==> src/rtl/banked_pc_pkg.sv <==
package banked_pc_pkg;

  typedef enum logic [1:0] {
    PC_HOLD  = 2'd0,
    PC_STEP  = 2'd1,
    PC_LOAD  = 2'd2,
    PC_CLEAR = 2'd3
  } pc_op_e;

endpackage

==> src/rtl/pc_op_decode.sv <==
module pc_op_decode
  import banked_pc_pkg::*;
(
  input  logic   rst,
  input  logic   jmp,
  input  logic   adv,
  output pc_op_e op
);

  // Priority: reset over jump over advance over hold.
  always_comb begin
    if (rst)      op = PC_CLEAR;
    else if (jmp) op = PC_LOAD;
    else if (adv) op = PC_STEP;
    else          op = PC_HOLD;
  end

endmodule

==> src/rtl/lfsr_low_step.sv <==
module lfsr_low_step #(
  parameter int unsigned W = 7
) (
  input  logic [W-1:0] cur,
  output logic [W-1:0] nxt
);

  logic feed;

  assign feed = ~(cur[1] ^ cur[0]);

  generate
    if (W == 2) begin : g_two
      assign nxt = {feed, cur[1]};
    end else begin : g_wide
      assign nxt = {feed, cur[W-1:1]};
    end
  endgenerate

endmodule

==> src/rtl/lockup_detect.sv <==
module lockup_detect #(
  parameter int unsigned W = 7
) (
  input  logic [W-1:0] low,
  output logic         stuck
);

  assign stuck = (low == {W{1'b1}});

endmodule

==> src/rtl/banked_lfsr_pc.sv <==
module banked_lfsr_pc
  import banked_pc_pkg::*;
#(
  parameter int unsigned LOW_W  = 7,
  parameter int unsigned BANK_W = 3,
  localparam int unsigned PC_W  = LOW_W + BANK_W
) (
  input  logic            clk,
  input  logic            rst,
  input  logic            adv,
  input  logic            jmp,
  input  logic [PC_W-1:0] jmp_addr,
  output logic [PC_W-1:0] pc,
  output logic            low_stuck
);

  pc_op_e            op;
  logic [PC_W-1:0]   pc_q;
  logic [LOW_W-1:0]  low_nxt;
  logic [BANK_W-1:0] bank_cur;

  assign bank_cur = pc_q[PC_W-1:LOW_W];

  pc_op_decode u_dec (
    .rst (rst),
    .jmp (jmp),
    .adv (adv),
    .op  (op)
  );

  lfsr_low_step #(.W(LOW_W)) u_step (
    .cur (pc_q[LOW_W-1:0]),
    .nxt (low_nxt)
  );

  lockup_detect #(.W(LOW_W)) u_lock (
    .low   (pc_q[LOW_W-1:0]),
    .stuck (low_stuck)
  );

  always_ff @(posedge clk) begin
    unique case (op)
      PC_CLEAR: pc_q <= '0;
      PC_LOAD:  pc_q <= jmp_addr;
      PC_STEP:  pc_q <= {bank_cur, low_nxt};
      default:  pc_q <= pc_q;
    endcase
  end

  assign pc = pc_q;

endmodule

==> config.mk <==
export PLATFORM = sky130hd
export DESIGN_NAME = banked_lfsr_pc
export DESIGN_NICKNAME = d
export VERILOG_FILES = /design/src/rtl/banked_pc_pkg.sv /design/src/rtl/pc_op_decode.sv /design/src/rtl/lfsr_low_step.sv /design/src/rtl/lockup_detect.sv /design/src/rtl/banked_lfsr_pc.sv
export SDC_FILE = /design/constraint.sdc
export NUM_CORES = 1
export LEC_CHECK = 0
export BUFFER_PORTS_ARGS = -buffer_cell sky130_fd_sc_hd__clkbuf_2
export CAP_MARGIN = 20
export CORE_AREA = 2 2 39 41
export CTS_CLUSTER_DIAMETER = 150
export DETAILED_ROUTE_END_ITERATION = 16
export DIE_AREA = 0 0 41 43
export PLACE_DENSITY = 0.78
export REMOVE_ABC_BUFFERS = 1
export SYNTH_ARGS = -nofsm -noshare
export SYNTH_HDL_FRONTEND = slang
export SYNTH_SLANG_ARGS = --single-unit
==> constraint.sdc <==
create_clock -name clk -period 1.8 [get_ports clk]
set_input_delay 0.36 -clock clk [delete_from_list [all_inputs] [get_ports clk]]
set_output_delay 0.36 -clock clk [all_outputs]
set_load 0.005 [all_outputs]
==> impl_metrics.ini <==
[timing]
fin_crit_ns = 1.478
hold_viol = 0
final_min_period_over_clock_period_pct = 82.10
tightest_slew_ns = 0.3025
drv_slew = 0
fmax_ghz = 0.6767
tns_ns = 0
max_slew_margin_pct = 79.84
setup_viol = 0
fin_worst_skew_ns = 0.007322
rsz0062_at_grt = false

[global_routing]
globalRouteMet1Util_pct = 14.53
track_usage_pct = 13.46
grtUsageMet3_pct = 3.141
grt_pass1_wl_um = 1490
grt_start_max_net_pins = 11
use_met2_pct = 19.38
antenna_found_initial = 0
grt_pass1_vias = 373
overflow = 0
top_usage_layer = met2

[clock_network]
ctsHoldBuffers = 0
cts_setup_buffers = 0
cts_tree = done
cts_buffer_depth = 2
htreeDepth = 1
clk_pin_slew_worst_paths_ns = 0.07
cts-resized-gates = 0
cts_buffers = 3
cts_sinks = 10
root_buffer = clkbuf_4
clock_latency_ns = 0.27

[placement]
portBuffers = 24
place_congestion = 0.7299
dp_cells = 81
dp_hpwl_um = 786.7

[hold_path]
worst_hold_path_type = in -> reg
min-delay-start = jmp_addr[9]
hold_depth = 2

[drt]
drtPass1Iterations = 5
drc = 0
drt_iter0_drc = 15
wirelength_um = 1022
via_per_inst = 4.965
final_antenna_net_count = 0
vias = 422
wl_per_cell_um = 12.02

[die]
num_io_pins = 25
die_w_um = 41
coreArea_sq_um = 1384
die_h_um = 43
initial_core_util_pct = 36.26
die_area_sq_um = 1763
rows = 14

[power]
vdd.ir_drop.worst_uv = 332.3
power_density_nw_per_um2 = 789.9
p_leak_nw = 0.3194

[setup_path]
slowest_stage = edfxtp_1
required_ns = 1.44
start_kind = flop
end_kind = primary output
max_stage_delay_ns = 0.42
cp_max_fo = 3
timing.rr.start = pc[1]
reg2reg_depth = 3
cp_cell_sequence = ha_1, nand4_1, nor2_1, clkbuf_2
crit_path_start = pc[1]
arrival_ns = 1.12
crit_type = reg -> out

[finish]
largest_reg_flops = 10
syn_to_final_growth_pct = 32.17
num-nets-final = 88
drive_gt1_share_pct = 40.58
fillers = 131
fin_cells = 85
multi_input_area_sq_um = 185.2
final-seq-area_sq_um = 300.3
diodes = 0

[logic_synthesis]
ys_ff_latch = 10
synth.avg_cell_area_sq_um = 11.95
yosysWarnings = 0
postSynthCellCount = 42
yosysUniqueCellTypes = 13
syn_area_sq_um = 501.7
ys_seq_area_share_pct = 59.85

[run_status]
status = completed

[run]
cap_violations = 0
[where the power goes]
group          leakage [nW]  switching (mW)  internal, mW
logic                 0.190          0.0377        0.0367
registers             0.114          0.0106         0.277
clock network        0.0154          0.0818        0.0803
total                 0.319           0.130         0.394
[cell usage in the layout (no fill, tap or decap), drive strengths merged, types with 2 or more instances in the layout]
cell type	Yosys	final
clkbuf	0	27
edfxtp	10	10
nor2	8	8
a22oi	6	6
ha	4	4
and2	3	3
inv	3	3
nand2	2	2
a21oi	2	2
[worst max-delay path: cells and delay by family (launching register included)]
kind | cells | cell delay [ns]
buffers and inverters | 1 | 0.10
DFF | 1 | 0.42
and+or+nand+nor | 2 | 0.13
adders and majority gates | 1 | 0.20
[cell families (layout without fill, tap and decap cells)]
kind of cell	Yosys count	count (layout)	share of synthesized area (%)
buffers and inverters	4	31	3.241
adders and majority gates	4	4	9.975
and+or+nand+nor	15	15	13.72
AOI/OAI and AO/OA	9	9	13.22
DFF	10	10	59.85
[per-stage QoR]
stage | power [mW] | area [sq um] | hold slack [ns] | worst slack, ns | utilization (%)
2_1_floorplan | 0.3263 | 496.7 | 0.5582 | 0.4305 | -
3_3_place_gp | 0.3654 | 636.9 | 0.6296 | 0.2426 | 46.02
3_5_place_dp | 0.3673 | 636.9 | 0.6437 | 0.1913 | 46.02
4_1_cts | 0.5282 | 663.1 | 0.3680 | 0.3149 | 47.92
5_1_grt | 0.5491 | 663.1 | 0.3701 | 0.2436 | 47.92
6_report | 0.5238 | 663.1 | 0.3726 | 0.3222 | 47.92
[cells in the mapped netlist (all sizes together)]
cell | number | share of area (%)
inv | 3 | 2.2
a21o | 1 | 1.5
nand2b | 1 | 1.2
nor2 | 8 | 6.0
buf | 1 | 1.0
a22oi | 6 | 9.0
ha | 4 | 10
and2 | 3 | 3.7
edfxtp | 10 | 60
a21oi | 2 | 2.7
nand2 | 2 | 1.5
nand4 | 1 | 1.2
[path summary, 6_finish.rpt]
path,end,slack (ns)
setup / recovery,low_stuck,0.32
hold / removal,pc[9],0.37
setup reg to reg,pc[6],0.67
hold reg to reg,pc[0],0.66
[routing by layer]
metal	vias to the layer above	wire length (um)
met3	4	50
li1	204	-
met5	-	0
met4	0	36
met1	195	391
met2	19	543
[area by class of cell]
| class | instances | area share [%] |
|---|---|---|
| flip-flops and latches | 10 | 45.28 |
| multi-input cells | 28 | 27.92 |
| repair buffers | 24 | 18.11 |
| clock buffers | 3 | 3.396 |
| well taps | 16 | 3.019 |
| inverters | 3 | 1.698 |
| clock inverters | 1 | 0.5660 |
Note: power is estimated with default switching activity, not from simulation.
